===== config.mk =====
export PLATFORM = sky130hd
export DESIGN_NAME = dbg_frame_seq
export DESIGN_NICKNAME = d
export VERILOG_FILES = /design/src/rtl/dbg_frame_pkg.sv /design/src/rtl/dbg_cmd_decode.sv /design/src/rtl/dbg_delay_timer.sv /design/src/rtl/dbg_frame_seq.sv
export SDC_FILE = /design/constraint.sdc
export NUM_CORES = 1
export LEC_CHECK = 0
export ABC_AREA = 0
export CORE_ASPECT_RATIO = 0.9
export CORE_MARGIN = 2
export CORE_UTILIZATION = 40
export CTS_BUF_LIST = sky130_fd_sc_hd__clkbuf_8
export DETAILED_ROUTE_END_ITERATION = 8
export DONT_BUFFER_PORTS = 1
export PLACE_DENSITY = 0.54
export SETUP_SLACK_MARGIN = 0.1
export SYNTH_ARGS = -nofsm -noshare
export SYNTH_HDL_FRONTEND = slang
export SYNTH_SLANG_ARGS = --single-unit

===== constraint.sdc =====
create_clock -name clk_i -period 1.9 [get_ports clk_i]
set_input_delay 0.19 -clock clk_i [delete_from_list [all_inputs] [get_ports clk_i]]
set_output_delay 0.19 -clock clk_i [all_outputs]
set_load 0.02 [all_outputs]

===== src/rtl/dbg_frame_pkg.sv =====
package dbg_frame_pkg;
  localparam int unsigned OP_W     = 8;
  localparam int unsigned HW_BIT   = 7;
  localparam int unsigned RD_BIT   = 3;
  localparam int unsigned CTRL_BIT = 6;

  typedef enum logic [1:0] {
    CLS_HW_RD = 2'd0,
    CLS_HW_WR = 2'd1,
    CLS_CTRL  = 2'd2,
    CLS_BAD   = 2'd3
  } cmd_cls_e;

  typedef enum logic [2:0] {
    ST_CMD   = 3'd0,
    ST_ADDR  = 3'd1,
    ST_WDATA = 3'd2,
    ST_ACC   = 3'd3,
    ST_WAIT  = 3'd4,
    ST_TX    = 3'd5
  } seq_state_e;
endpackage


===== src/rtl/dbg_cmd_decode.sv =====
module dbg_cmd_decode
  import dbg_frame_pkg::*;
(
  input  logic [OP_W-1:0] op_i,
  output cmd_cls_e        cls_o
);
  always_comb begin
    if (op_i[HW_BIT])        cls_o = op_i[RD_BIT] ? CLS_HW_RD : CLS_HW_WR;
    else if (op_i[CTRL_BIT]) cls_o = CLS_CTRL;
    else                     cls_o = CLS_BAD;
  end
endmodule


===== src/rtl/dbg_delay_timer.sv =====
module dbg_delay_timer #(
  parameter int unsigned MAX_CNT = 150,
  localparam int unsigned CNT_W  = $clog2(MAX_CNT + 1)
) (
  input  logic             clk_i,
  input  logic             rst_ni,
  input  logic             load_i,
  input  logic [CNT_W-1:0] load_val_i,
  output logic             zero_o
);
  logic [CNT_W-1:0] cnt_q;

  // saturates at zero until reloaded
  always_ff @(posedge clk_i or negedge rst_ni) begin
    if (!rst_ni)           cnt_q <= '0;
    else if (load_i)       cnt_q <= load_val_i;
    else if (cnt_q != '0)  cnt_q <= cnt_q - 1'b1;
  end

  assign zero_o = (cnt_q == '0);

  AST_TMR_HOLD_ZERO: assert property (@(posedge clk_i) disable iff (!rst_ni)
    (!load_i && zero_o) |=> zero_o);
  AST_TMR_LOAD: assert property (@(posedge clk_i) disable iff (!rst_ni)
    load_i |=> (cnt_q == $past(load_val_i)));
endmodule


===== src/rtl/dbg_frame_seq.sv =====
module dbg_frame_seq
  import dbg_frame_pkg::*;
#(
  parameter int unsigned ADDR_W     = 16,
  parameter int unsigned DATA_W     = 16,
  parameter int unsigned RD_DELAY   = 150,
  parameter int unsigned WR_DELAY   = 150,
  parameter int unsigned CTRL_DELAY = 48
) (
  input  logic              clk_i,
  input  logic              rst_ni,
  input  logic              rx_valid_i,
  input  logic [DATA_W-1:0] rx_data_i,
  input  logic              link_timeout_i,
  output logic              exp_wide_o,
  output logic              cmd_ready_o,
  output logic              tx_valid_o,
  output logic [DATA_W-1:0] tx_data_o,
  input  logic              tx_ready_i,
  output logic              mem_req_o,
  output logic              mem_we_o,
  output logic [ADDR_W-1:0] mem_addr_o,
  output logic [DATA_W-1:0] mem_wdata_o,
  input  logic [DATA_W-1:0] mem_rdata_i,
  input  logic              mem_ack_i
);
  localparam int unsigned MAX_RW  = (RD_DELAY > WR_DELAY) ? RD_DELAY : WR_DELAY;
  localparam int unsigned MAX_DLY = (MAX_RW > CTRL_DELAY) ? MAX_RW : CTRL_DELAY;
  localparam int unsigned CNT_W   = $clog2(MAX_DLY + 1);
  localparam logic [CNT_W-1:0] RD_LOAD   = CNT_W'(RD_DELAY - 1);
  localparam logic [CNT_W-1:0] WR_LOAD   = CNT_W'(WR_DELAY - 1);
  localparam logic [CNT_W-1:0] CTRL_LOAD = CNT_W'(CTRL_DELAY - 1);

  seq_state_e        state_q, state_d;
  cmd_cls_e          dec_cls, cls_q;
  logic [ADDR_W-1:0] addr_q;
  logic [DATA_W-1:0] wdata_q, rdata_q;
  logic              req_q, req_set;
  logic              tmr_load, tmr_zero;
  logic [CNT_W-1:0]  tmr_val;
  logic              ack_seen;

  dbg_cmd_decode u_dec (
    .op_i  (rx_data_i[OP_W-1:0]),
    .cls_o (dec_cls)
  );

  dbg_delay_timer #(.MAX_CNT(MAX_DLY)) u_tmr (
    .clk_i      (clk_i),
    .rst_ni     (rst_ni),
    .load_i     (tmr_load),
    .load_val_i (tmr_val),
    .zero_o     (tmr_zero)
  );

  assign ack_seen = req_q && mem_ack_i;

  always_comb begin
    state_d  = state_q;
    tmr_load = 1'b0;
    tmr_val  = '0;
    req_set  = 1'b0;
    unique case (state_q)
      ST_CMD: if (rx_valid_i) begin
        unique case (dec_cls)
          CLS_HW_RD, CLS_HW_WR: state_d = ST_ADDR;
          CLS_CTRL: begin
            state_d  = ST_WAIT;
            tmr_load = 1'b1;
            tmr_val  = CTRL_LOAD;
          end
          default: state_d = ST_CMD;
        endcase
      end
      ST_ADDR: begin
        if (link_timeout_i) state_d = ST_CMD;
        else if (rx_valid_i) begin
          if (cls_q == CLS_HW_RD) begin
            state_d  = ST_ACC;
            tmr_load = 1'b1;
            tmr_val  = RD_LOAD;
            req_set  = 1'b1;
          end else begin
            state_d = ST_WDATA;
          end
        end
      end
      ST_WDATA: begin
        if (link_timeout_i) state_d = ST_CMD;
        else if (rx_valid_i) begin
          state_d  = ST_ACC;
          tmr_load = 1'b1;
          tmr_val  = WR_LOAD;
          req_set  = 1'b1;
        end
      end
      ST_ACC: if (ack_seen) begin
        if (!tmr_zero)              state_d = ST_WAIT;
        else if (cls_q == CLS_HW_RD) state_d = ST_TX;
        else                        state_d = ST_CMD;
      end
      ST_WAIT: if (tmr_zero) state_d = (cls_q == CLS_HW_RD) ? ST_TX : ST_CMD;
      ST_TX: if (link_timeout_i || tx_ready_i) state_d = ST_CMD;
      default: state_d = ST_CMD;
    endcase
  end

  always_ff @(posedge clk_i or negedge rst_ni) begin
    if (!rst_ni) begin
      state_q <= ST_CMD;
      cls_q   <= CLS_BAD;
      addr_q  <= '0;
      wdata_q <= '0;
      rdata_q <= '0;
      req_q   <= 1'b0;
    end else begin
      state_q <= state_d;
      if (state_q == ST_CMD && rx_valid_i) cls_q <= dec_cls;
      if (state_q == ST_ADDR && rx_valid_i && !link_timeout_i) addr_q <= rx_data_i[ADDR_W-1:0];
      if (state_q == ST_WDATA && rx_valid_i && !link_timeout_i) wdata_q <= rx_data_i;
      if (ack_seen) rdata_q <= mem_rdata_i;
      if (req_set)       req_q <= 1'b1;
      else if (ack_seen) req_q <= 1'b0;
    end
  end

  assign cmd_ready_o = (state_q == ST_CMD);
  assign exp_wide_o  = (state_q == ST_ADDR) || (state_q == ST_WDATA);
  assign tx_valid_o  = (state_q == ST_TX);
  assign tx_data_o   = rdata_q;
  assign mem_req_o   = req_q;
  assign mem_we_o    = (cls_q == CLS_HW_WR);
  assign mem_addr_o  = addr_q;
  assign mem_wdata_o = wdata_q;

  AST_REQ_HOLD: assert property (@(posedge clk_i) disable iff (!rst_ni)
    (mem_req_o && !mem_ack_i) |=> mem_req_o);
  AST_REQ_DROP: assert property (@(posedge clk_i) disable iff (!rst_ni)
    (mem_req_o && mem_ack_i) |=> !mem_req_o);
  AST_REQ_NOT_IDLE: assert property (@(posedge clk_i) disable iff (!rst_ni)
    !(cmd_ready_o && mem_req_o));
  AST_REQ_STABLE_ADDR: assert property (@(posedge clk_i) disable iff (!rst_ni)
    (mem_req_o && !mem_ack_i) |=> ($stable(mem_addr_o) && $stable(mem_we_o)));
  AST_TIMEOUT_ABORT: assert property (@(posedge clk_i) disable iff (!rst_ni)
    (link_timeout_i && (exp_wide_o || tx_valid_o)) |=> (cmd_ready_o && !mem_req_o));
  AST_TX_HOLD: assert property (@(posedge clk_i) disable iff (!rst_ni)
    (tx_valid_o && !tx_ready_i && !link_timeout_i) |=> (tx_valid_o && $stable(tx_data_o)));
  AST_TX_DONE: assert property (@(posedge clk_i) disable iff (!rst_ni)
    (tx_valid_o && tx_ready_i) |=> cmd_ready_o);
  AST_UNKNOWN_STAY: assert property (@(posedge clk_i) disable iff (!rst_ni)
    (cmd_ready_o && rx_valid_i && !rx_data_i[7] && !rx_data_i[6]) |=> cmd_ready_o);
  AST_WIDE_EXCL: assert property (@(posedge clk_i) disable iff (!rst_ni)
    $onehot0({exp_wide_o, cmd_ready_o, tx_valid_o}));
endmodule


* After elaboration in Yosys (flattened, before gate mapping)
Index checks and enable logic that the tools add are counted.
** Storage, ports and cells
- Bits in writable memories :: 0
- Register bits after elaboration :: 62
- Memories :: 0
- Input bits :: 38
- Word-level logic and storage cells :: 77
- Bits in latches :: 0
- Output and inout bits :: 53
- Bits in read-only memories :: 0
** Cells by class
- Bitwise logic cells :: 0
- Eq/ne operators :: 14
- Multipliers :: 0
- Reduce and logical (&&, ||, !) cells :: 18
- Add/subtract/negate cells :: 1
- Magnitude comparators :: 0
- Mux-type cells :: 37
- Div/mod/pow operators :: 0
- Shift-type cells :: 0
** Operator list (number)
- two-way mux 8 bit :: 7
- two-way mux 3 bit :: 10
- one-hot mux 8 bit (3 select lines) :: 1
- one-hot mux 3 bit (6 select lines) :: 1
- two-way mux 1 bit :: 12
- two-way mux 6 bit :: 2
- logical NOT 8 bit :: 1
- nonzero test 8 bit :: 1
- subtractor 8 x 1 -> 8 bit (second input constant) :: 1
- == test 3 x 2 -> 1 bit (second input constant) :: 2
- == test 3 bit (second input constant) :: 2
- logical AND 1 bit :: 6
- != test 2 bit (second input constant) :: 3
- != test 3 bit (second input constant) :: 2
- one-hot mux 3 bit (2 select lines) :: 1
- AND reduction 6 bit :: 1
- == test 2 x 1 -> 1 bit (second input constant) :: 2
- logical NOT 2 bit :: 2
- nonzero test 2 bit :: 2
- == test 3 x 1 -> 1 bit (second input constant) :: 1
- logical NOT 3 bit :: 1
- one-hot mux 1 bit (3 select lines) :: 1
- == test 2 bit (second input constant) :: 1
- logical OR 1 bit :: 2
- 5 further kinds :: 5

* Depth between registers and ports, before layout
Gate-level depths: netlist of the first run.
- Word-level depth :: 7
- Gate-level depth with buffers :: 6
- Depth with buffers taken out :: 6

* Hierarchy
From an unflattened synthesis of the first run, not the netlist that was laid out.
** Second synthesis, totals
- Cells, all modules :: 223
- Area total of the unflattened synthesis :: 2801.4 um2
** By module, submodules not included
- dbg_frame_seq :: sequential area each 1353.8 um2, area an instance 2311.0 um2, cells an instance 167, times used 1
- dbg_delay_timer :: sequential area each 200.2 um2, area an instance 476.7 um2, cells an instance 54, times used 1
- dbg_cmd_decode :: sequential area each 0.0 um2, area an instance 13.8 um2, cells an instance 2, times used 1

* Worst setup path after synthesis of the first run
No wires, ideal clock.
- Path type :: register -> register
- From :: register state_q[1]
- To :: register addr_q[10], in the netlist mem_addr_o[10]
- Clock period less this slack :: 1.770 ns
- Setup time :: 0.125 ns
- Setup slack :: 0.130 ns
- Required time :: 1.775 ns
- Buffers on the path :: 1
- Stages on the path, launching flop included :: 6
- Data arrival time :: 1.645 ns
- Cells stage by stage :: dfrtp_1 maj3_2 or3_4 nand4_4 buf_12 mux2_4
** On the way
- Longest elaborated chain between the ends :: 3
** RTL lines
- start: declaration :: RTL line dbg_frame_seq.sv:34 : seq_state_e state_q, state_d;
- start signal: assignment :: RTL line dbg_frame_seq.sv:117 : state_q <= state_d;
- == test 3 x 1 -> 1 bit :: RTL line dbg_frame_seq.sv:119 : if (state_q == ST_ADDR && rx_valid_i && !link_timeout_i) addr_q <= rx_data_i[ADDR_W-1:0];
- logical AND 1 bit (2 in a row) :: RTL line dbg_frame_seq.sv:119
- end signal: assignment :: RTL line dbg_frame_seq.sv:119
- end: declaration :: RTL line dbg_frame_seq.sv:36 : logic [ADDR_W-1:0] addr_q;
Every way passes these cells.
A chain may end at the register's enable or synchronous reset.

* Final worst setup path of the first run
- From :: register state_q[1]
- To :: register addr_q[14], in the netlist mem_addr_o[14]
The elaborated chain is that of the path after synthesis.

==> results of run 1 <==
## per-layer routing
layer  vias to the layer above  global-route usage (%)  part of all wire (%)
li1                        851                       -                     -
met1                       941                   20.47                    40
met2                        87                   28.80                    50
met4                         0                   7.463                   1.1
met5                         -                       0                     0
met3                         7                   8.130                   9.0
## layout make-up
cell class,count,area [sq um]
flip-flops and latches,62,1555
repair buffers,51,518.0
inverters,4,15.01
well taps,90,112.6
fillers,548,3074
clock buffers,11,151.4
clock inverters,5,50.05
multi-input cells,131,1215
## state kept, by name, indices dropped and copies added (netlist names)
register,flops
mem_addr_o,16
mem_req_o,1
u_tmr.cnt_q,8
cls_q,2
tx_data_o,16
state_q,3
mem_wdata_o,16
## cell families (layout without fill, tap and decap cells)
| logic type | after synthesis | count (layout) | synth area share (%) |
|---|---|---|---|
| compound gates | 21 | 21 | 5.429 |
| xor+xnor | 7 | 7 | 2.181 |
| simple gates | 48 | 48 | 10.95 |
| flops | 62 | 62 | 55.27 |
| mux | 52 | 52 | 21.94 |
| fa+ha+maj | 3 | 3 | 1.290 |
| buf+inv | 13 | 71 | 2.937 |
## metrics by stage
| step | util, % | hold slack (ns) | std cells |
|---|---|---|---|
| final | 54.06 | 0.06331 | 354 |
| after global routing | 54.06 | 0.05688 | 354 |
| after CTS | 53.05 | 0.05519 | 351 |
| after detailed placement | 44.63 | -0.1040 | 301 |
| after global placement | 44.63 | -0.1042 | 301 |
| after floorplan | - | -0.1056 | 206 |
## placed cells by master (no fill, tap or decap), types with 4 or more instances in the layout
master | synthesis | routed
dfrtp_1 | 60 | 59
mux2_2 | 41 | 34
dlygate4sd3_1 | 0 | 33
mux2_4 | 9 | 16
buf_4 | 0 | 13
clkbuf_8 | 1 | 11
nand2_1 | 9 | 8
nor3_1 | 8 | 7
inv_1 | 4 | 6
nor2_1 | 6 | 6
xnor2_1 | 4 | 4
o31ai_1 | 4 | 4
a21oi_1 | 4 | 4
## critical path: stages (launching register included)
cell and delay (ns):
dfrtp_1 0.42, maj3_2 0.34, or3_4 0.35, nand4_4 0.11, buf_12 0.15, mux2_4 0.30
## where the power goes
part	leakage (nW)	switching, W	internal, W	total, W
combinational	0.791	0.000691	0.00104	0.00173
clock	0.108	0.000486	0.000665	0.00115
sequential	0.775	0.00119	0.00198	0.00317
total	1.67	0.00237	0.00368	0.00605
## what timing repair did
action                                 4_1_cts  5_1_grt
hold buffers                                34        0
setup endpoints to repair                   15       22
setup buffers                                0        3
pin swaps                                    1        1
resized for setup                            2       12
endpoints found under the hold margin      111        0
## path summary, 6_finish.rpt
| kind | start | end | slack, ns | cells past startpoint |
|---|---|---|---|---|
| worst max-delay path | state_q[1] | mem_addr_o[14] | 0.1 | 5 |
| worst min-delay path | mem_ack_i | mem_req_o | 0.06 | 2 |
| worst max register to register | state_q[1] | mem_addr_o[14] | 0.1 | 5 |
| worst min register to register | cls_q[1] | cls_q[1] | 0.54 | 2 |
| max in group asynchronous | rst_ni | cls_q[1] | 1.21 | 2 |
| min in group asynchronous | rst_ni | tx_data_o[6] | 0.39 | 2 |
==> results.sh, run 1 <==
export IMPL_status="completed"
export IMPL_worst_setup_path_start_kind="flop"
export IMPL_ys_flop_type="dfrtp_1"
export IMPL_clock_latency_ns=0.33
export IMPL_p_leak_nw=1.674
export IMPL_postSynthCellCount=206
export IMPL_wirelength_mm=6.635
export IMPL_gp_congestion=0.8034
export IMPL_hp_class="input port to flop"
export IMPL_synth_area_sq_um=2811
export IMPL_grt_pass1_vias=2050
export IMPL_tightestPinTransition_ns=0.4579
export IMPL_grt_ovfl_total=0
export IMPL_drc=0
export IMPL_worstPathArrival_ns=2.02
export IMPL_num_rows=28
export IMPL_synth_seq_cells=62
export IMPL_final_cell_area_sq_um=3617
export IMPL_fin_crit_sh_pct=94.94
export IMPL_vias_per_cell=5.328
export IMPL_drt_pass1_iterations=4
export IMPL_ys_seq_area_share_pct=55.27
export IMPL_synth_warnings=0
export IMPL_endpoint_kind="flop"
export IMPL_grt_antenna_before_repair=0
export IMPL_synth_nets=246
export IMPL_cts_buffers_inserted=9
export IMPL_clk_pin_slew_ns=0.07
export IMPL_port_buffers=0
export IMPL_core_area_sq_um=6691
export IMPL_power_w=0.006050
export IMPL_drive_above_1_share_pct=36.36
export IMPL_fin_setup_tns_ns=0
export IMPL_slew_headroom_pct=69.41
export IMPL_synthTopCellsByArea="dfrtp_1, mux2_2, mux2_4"
export IMPL_die_w_microns=92.37
export IMPL_drtIter0Drc=77
export IMPL_die_area_sq_um=7716
export IMPL_ant_nets=0
export IMPL_setup_ws_ns=0.09620
export IMPL_hold_viol=0
export IMPL_grt_pass1_wl_mm=10.40
export IMPL_n_antenna_cell=0
export IMPL_fin_nets=299
export IMPL_yosys_cell_types_count=43
export IMPL_clockRootBuffer="clkbuf_8"
export IMPL_detailroute_via_count=1886
export IMPL_async_reset_ff_share_pct=100.0
export IMPL_placed_cell_area_sq_um=2987
export IMPL_ios=91
export IMPL_cp_max_fo=9
export IMPL_start_util_pct=42.02
export IMPL_finalSetupViolations=0
export IMPL_tritoncts="done"
export IMPL_grt_util_all_layers_pct=17.85
export IMPL_period_needed_ns=1.804
export IMPL_rsz0062_at_grt="yes"
export IMPL_wl_per_cell_microns=18.74
export IMPL_maxCapViolCount=0
export IMPL_synth_most_common_cell="dfrtp_1"
export IMPL_clock_fmax_ghz=0.5544
export IMPL_die_h_microns=83.54
export IMPL_synthTopCellsByCount="dfrtp_1, mux2_2, mux2_4, nand2_1, nor3_1"
export IMPL_ir_drop_mv=0.8971
export IMPL_finClkSkew_ns=0.005567
export IMPL_dp_hpwl_mm=4.391
export IMPL_preCtsSetupSlack_ns=0.09536
export IMPL_power_density_nw_per_um2=1673
export IMPL_crit_type="flop to flop"
export IMPL_synth_top_area_share_pct=53.40
export IMPL_cts_max_level=3
export IMPL_synthToLayoutAreaGrowth_pct=28.66
export IMPL_crit_required_ns=2.12
export IMPL_synth_edf_count=0
export IMPL_grt_max_degree=63
export IMPL_clockBufferDepth=2
export IMPL_synth_top_area_cell="dfrtp_1"
export IMPL_avgSynthCellArea_sq_um=13.65
export IMPL_clock_sinks=62
export IMPL_slew_violations=0
Power figures use the tool's default switching activity.
==> inputs of run 2 (changes only) <==
GPL_TIMING_DRIVEN = 0   (was default)
==> results.sh, run 2 (synthesis gave the netlist of run 1 again) <==
export IMPL_gp_congestion=0.7763
export IMPL_grt_antenna_before_repair=0
export IMPL_drc=0
export IMPL_final_common_cell="dfrtp_1"
export IMPL_hp_start="mem_ack_i"
export IMPL_drt_pass1_iterations=4
export IMPL_port_buffers=0
export IMPL_die_area_sq_um=7716
export IMPL_max_stage_delay_ns=0.42
export IMPL_crit_type="flop to flop"
export IMPL_drtIter0Drc=211
export IMPL_worstReg2RegEnd="mem_addr_o[11]"
export IMPL_core_area_sq_um=6691
export IMPL_crit_required_ns=2.11
export IMPL_rsz0062_at_grt="yes"
export IMPL_cts_buffers_inserted=9
export IMPL_detailroute_via_count=1879
export IMPL_dp_cells=296
export IMPL_dp_hpwl_mm=4.137
export IMPL_rrSetupSlack_ns=0.1
export IMPL_critPathLaunch="state_q[1]"
export IMPL_hold_viol=0
export IMPL_clock_latency_ns=0.33
export IMPL_die_w_microns=92.37
export IMPL_slew_headroom_pct=57.70
export IMPL_wirelength_mm=6.345
export IMPL_multi_input_area_sq_um=1249
export IMPL_clockBufferDepth=2
export IMPL_nFillCells=573
export IMPL_ant_nets=0
export IMPL_critPathTopFamily="simple AND/OR/NAND/NOR gates"
export IMPL_grt_ovfl_total=0
export IMPL_fin_crit_sh_pct=94.96
export IMPL_clk_pin_slew_ns=0.06
export IMPL_grt_max_degree=63
export IMPL_hold_depth=2
export IMPL_die_h_microns=83.54
export IMPL_rr_worst_depth=5
export IMPL_start_util_pct=42.02
export IMPL_cp_max_fo=10
export IMPL_wl_per_cell_microns=17.87
export IMPL_period_needed_ns=1.804
export IMPL_drive_above_1_share_pct=37.36
export IMPL_grt_pass1_vias=2028
export IMPL_cts_max_level=3
export IMPL_maxCapViolCount=0
export IMPL_clock_fmax_ghz=0.5542
export IMPL_placed_cell_area_sq_um=2924
export IMPL_n_antenna_cell=0
export IMPL_final_cell_area_sq_um=3632
export IMPL_finClkSkew_ns=0.007321
export IMPL_endpoint_kind="flop"
export IMPL_grt_pass1_wl_mm=10.03
export IMPL_mostFrequentLayoutCells="dfrtp_1, mux2_2, dlygate4sd3_1"
export IMPL_ios=91
export IMPL_reg2reg_from="state_q[1]"
export IMPL_hp_class="input port to flop"
export IMPL_ff_latch_area_sq_um=1555
export IMPL_clockRootBuffer="clkbuf_8"
export IMPL_fin_nets=300
export IMPL_crit_chain="maj3_2 > or3_4 > nand4_4 > buf_12 > mux2_4"
export IMPL_tritoncts="done"
export IMPL_worstPathArrival_ns=2.02
export IMPL_tightestPinTransition_ns=0.6297
export IMPL_worst_setup_path_start_kind="flop"
export IMPL_num_rows=28
export IMPL_synthToLayoutAreaGrowth_pct=29.19
export IMPL_hold_end="mem_req_o"
export IMPL_slew_violations=0
export IMPL_fin_setup_tns_ns=0
export IMPL_status="completed"
export IMPL_grt_util_all_layers_pct=16.85
export IMPL_power_density_nw_per_um2=1619
export IMPL_crit_path_top_delay_cell="dfrtp_1"
export IMPL_ir_drop_mv=0.7265
export IMPL_instances_no_fill=355
export IMPL_finalSetupViolations=0
export IMPL_vias_per_cell=5.293
export IMPL_clock_sinks=62
export IMPL_p_leak_nw=1.672
export IMPL_path_buf_inv=1
-- run 2: power breakdown --
group          switching [W]  internal [W]
logic               0.000685      0.000994
clock network       0.000480      0.000571
registers            0.00118       0.00197
-- run 2: how the worst max path moves through the flow --
stage          slack [ns]  depth (start not counted)        endpoint
6_report              0.1                          5  mem_addr_o[11]
5_1_grt              0.05                          6   mem_addr_o[9]
4_1_cts              0.08                          6      state_q[0]
3_5_place_dp         -0.1                          6      state_q[0]
3_3_place_gp         -0.1                          6      state_q[0]
2_1_floorplan        0.13                          5  mem_addr_o[10]
-- run 2: per-stage QoR --
stage / power (W) / util, % / hold slack (ns) / setup slack [ns]
floorplan: 0.004249 / - / -0.1056 / 0.1297
global placement: 0.004517 / 43.70 / -0.1042 / -0.09765
detailed placement: 0.004611 / 43.70 / -0.1041 / -0.09873
CTS: 0.005838 / 52.73 / 0.03063 / 0.08014
global route: 0.006236 / 54.28 / 0.03054 / 0.04757
finish: 0.005882 / 54.28 / 0.05322 / 0.09567
-- run 2: routing by layer --
layer	up-vias	track usage, %	part of all wire [%]
met2	88	26.74	51
li1	853	-	-
met1	936	19.70	39
met4	0	7.870	0.63
met3	2	7.136	9.8
met5	-	0	0
-- run 2: cell type report --
type / count / share of cell area, %
multi-input cells: 131 / 34.38
flip-flops and latches: 62 / 42.82
clock buffers: 12 / 4.547
repair buffers: 43 / 12.06
well taps: 90 / 3.100
clock inverters: 4 / 0.5856
plain buffers: 9 / 2.101
inverters: 4 / 0.4134
-- run 2: timing repair --
item	4_1_cts	5_1_grt
resized for setup	5	18
endpoints found under the setup margin	25	36
hold buffers	34	0
setup buffers	3	6
hold endpoints to repair	111	0
pin swaps	1	1
-- run 2: worst reg2reg max path: stages (launching register included) --
cell	delay, ns
dfrtp_1	0.42
maj3_2	0.33
or3_4	0.35
nand4_4	0.11
buf_12	0.16
mux2_4	0.31
==> inputs of run 3 (changes only) <==
ABC_AREA = default   (was 0)
CELL_PAD_IN_SITES_DETAIL_PLACEMENT = 0   (was default)
CELL_PAD_IN_SITES_GLOBAL_PLACEMENT = 1   (was default)
PLACE_DENSITY = 0.66   (was 0.54)
==> results.sh, run 3 (synthesis gave the netlist of run 1 again) <==
export IMPL_slew_headroom_pct=69.29
export IMPL_rsz0062_at_grt="yes"
export IMPL_wl_per_cell_microns=17.63
export IMPL_p_sw_share_pct=39.48
export IMPL_num_rows=28
export IMPL_detailroute_via_count=1856
export IMPL_start_util_pct=42.02
export IMPL_grt_util_all_layers_pct=16.57
export IMPL_ant_nets=0
export IMPL_clockPowerShare_pct=18.6
export IMPL_synthToLayoutAreaGrowth_pct=28.17
export IMPL_period_needed_ns=1.803
export IMPL_fin_setup_tns_ns=0
export IMPL_tritoncts="done"
export IMPL_nFillCells=562
export IMPL_hold_end="tx_data_o[9]"
export IMPL_hold_depth=1
export IMPL_worst_setup_path_start_kind="flop"
export IMPL_fin_nets=297
export IMPL_clk_pin_slew_ns=0.06
export IMPL_cts_max_level=3
export IMPL_dp_hpwl_mm=3.871
export IMPL_endpoint_kind="flop"
export IMPL_drt_pass1_iterations=5
export IMPL_drtIter0Drc=132
export IMPL_grt_antenna_before_repair=0
export IMPL_grt_pass1_vias=1896
export IMPL_vias_per_cell=5.303
export IMPL_n_antenna_cell=0
export IMPL_crit_type="flop to flop"
export IMPL_power_density_nw_per_um2=1655
export IMPL_power_switching_w=0.002355
export IMPL_ir_drop_mv=0.9158
export IMPL_finalSetupViolations=0
export IMPL_hold_viol=0
export IMPL_intPower_w=0.003610
export IMPL_die_h_microns=83.54
export IMPL_ios=91
export IMPL_worstReg2RegEnd="mem_addr_o[14]"
export IMPL_max_stage_delay_ns=0.42
export IMPL_clockRootBuffer="clkbuf_8"
export IMPL_crit_chain="maj3_2 > or3_4 > nand4_4 > buf_12 > mux2_4"
export IMPL_mostFrequentLayoutCells="dfrtp_1, mux2_2, dlygate4sd3_1"
export IMPL_drc=0
export IMPL_fin_crit_sh_pct=94.89
export IMPL_die_area_sq_um=7716
export IMPL_hp_start="mem_rdata_i[9]"
export IMPL_gp_congestion=0.7861
export IMPL_maxCapViolCount=0
export IMPL_pwr_share_seq_pct=52.8
export IMPL_slew_violations=0
export IMPL_p_leak_nw=1.657
export IMPL_clock_latency_ns=0.33
export IMPL_core_area_sq_um=6691
export IMPL_rr_worst_depth=5
export IMPL_final_common_cell="dfrtp_1"
export IMPL_worstPathArrival_ns=2.02
export IMPL_clock_fmax_ghz=0.5546
export IMPL_rrSetupSlack_ns=0.1
export IMPL_cp_max_fo=10
export IMPL_grt_pass1_wl_mm=9.853
export IMPL_tightestPinTransition_ns=0.4581
export IMPL_drive_above_1_share_pct=37.69
export IMPL_critPathTopFamily="simple AND/OR/NAND/NOR gates"
export IMPL_holdWs_ns=0.02244
export IMPL_clock_sinks=62
export IMPL_die_w_microns=92.37
export IMPL_path_buf_inv=1
export IMPL_p_comb_share_pct=28.6
export IMPL_reg2reg_from="state_q[1]"
export IMPL_port_buffers=0
export IMPL_cts_buffers_inserted=9
export IMPL_finClkSkew_ns=0.007799
export IMPL_status="completed"
export IMPL_grt_max_degree=63
export IMPL_crit_required_ns=2.11
export IMPL_grt_ovfl_total=0
export IMPL_crit_path_top_delay_cell="dfrtp_1"
export IMPL_clockBufferDepth=2
export IMPL_wirelength_mm=6.171
export IMPL_hp_class="input port to flop"
## run 3: changes by cell type in the layout (fill, tap and decap cells not counted), sizes merged
cell         before  now
buf              18   15
bufinv            0    1
clkbuf           13   12
clkinv            2    3
clkinvlp          1    0
dlygate4sd3      33   32
inv               5    4
## run 3: area by class of cell
type / count / area (sq um) / area share [%]
inverter: 4 / 15.01 / 0.4167
timing repair buffer: 40 / 416.7 / 11.56
sequential: 62 / 1556 / 43.19
clock buffer: 10 / 137.6 / 3.819
clock inverter: 4 / 48.80 / 1.354
tap: 90 / 112.6 / 3.125
buffer: 9 / 71.32 / 1.979
multi-input combinational: 131 / 1245 / 34.55
## run 3: metrics by stage
step / cells / setup slack, ns / utilization, % / instance area, sq um / power [W]
6_report: 350 / 0.09702 / 53.85 / 3603 / 0.005964
5_1_grt: 350 / 0.05084 / 53.85 / 3603 / 0.006314
4_1_cts: 346 / 0.02068 / 52.60 / 3520 / 0.005879
3_5_place_dp: 296 / -0.1753 / 43.70 / 2924 / 0.004591
3_3_place_gp: 296 / -0.1393 / 43.70 / 2924 / 0.004550
2_1_floorplan: 206 / 0.1297 / - / 2811 / 0.004249
## run 3: how the worst max path moves through the flow
stage	start	endpoint	slack (ns)	depth (start not counted)
6_report	state_q[1]	mem_addr_o[14]	0.1	5
3_5_place_dp	u_tmr.cnt_q[0]	state_q[0]	-0.18	6
2_1_floorplan	state_q[1]	mem_addr_o[10]	0.13	5
3_3_place_gp	u_tmr.cnt_q[0]	state_q[0]	-0.14	6
4_1_cts	u_tmr.cnt_q[1]	state_q[0]	0.02	6
5_1_grt	state_q[1]	mem_addr_o[7]	0.05	5
## run 3: metal layers
layer / routed length [microns] / share of wire (%) / vias to the layer above / GRT usage (%)
met5: 0 / 0 / - / 0
met4: 81 / 1.3 / 0 / 5.699
met3: 538 / 8.7 / 6 / 7.227
met2: 2868 / 46 / 71 / 24.95
met1: 2683 / 43 / 933 / 21.32
li1: - / - / 846 / -
## run 3: power by group through the flow
stage / registers, W / logic, W / clock network [W]
2_1_floorplan: 0.00299 / 0.00126 / 0
3_3_place_gp: 0.00315 / 0.00140 / 0
3_5_place_dp: 0.00315 / 0.00144 / 0
4_1_cts: 0.00314 / 0.00159 / 0.00115
5_1_grt: 0.00323 / 0.00187 / 0.00121
6_report: 0.00315 / 0.00170 / 0.00111
## run 3: timing repair
action	4_1_cts	5_1_grt
endpoints found under the setup margin	37	22
hold buffers	32	1
resized for setup	6	16
setup buffers	4	3
hold endpoints to repair	109	1
pin swaps	1	1
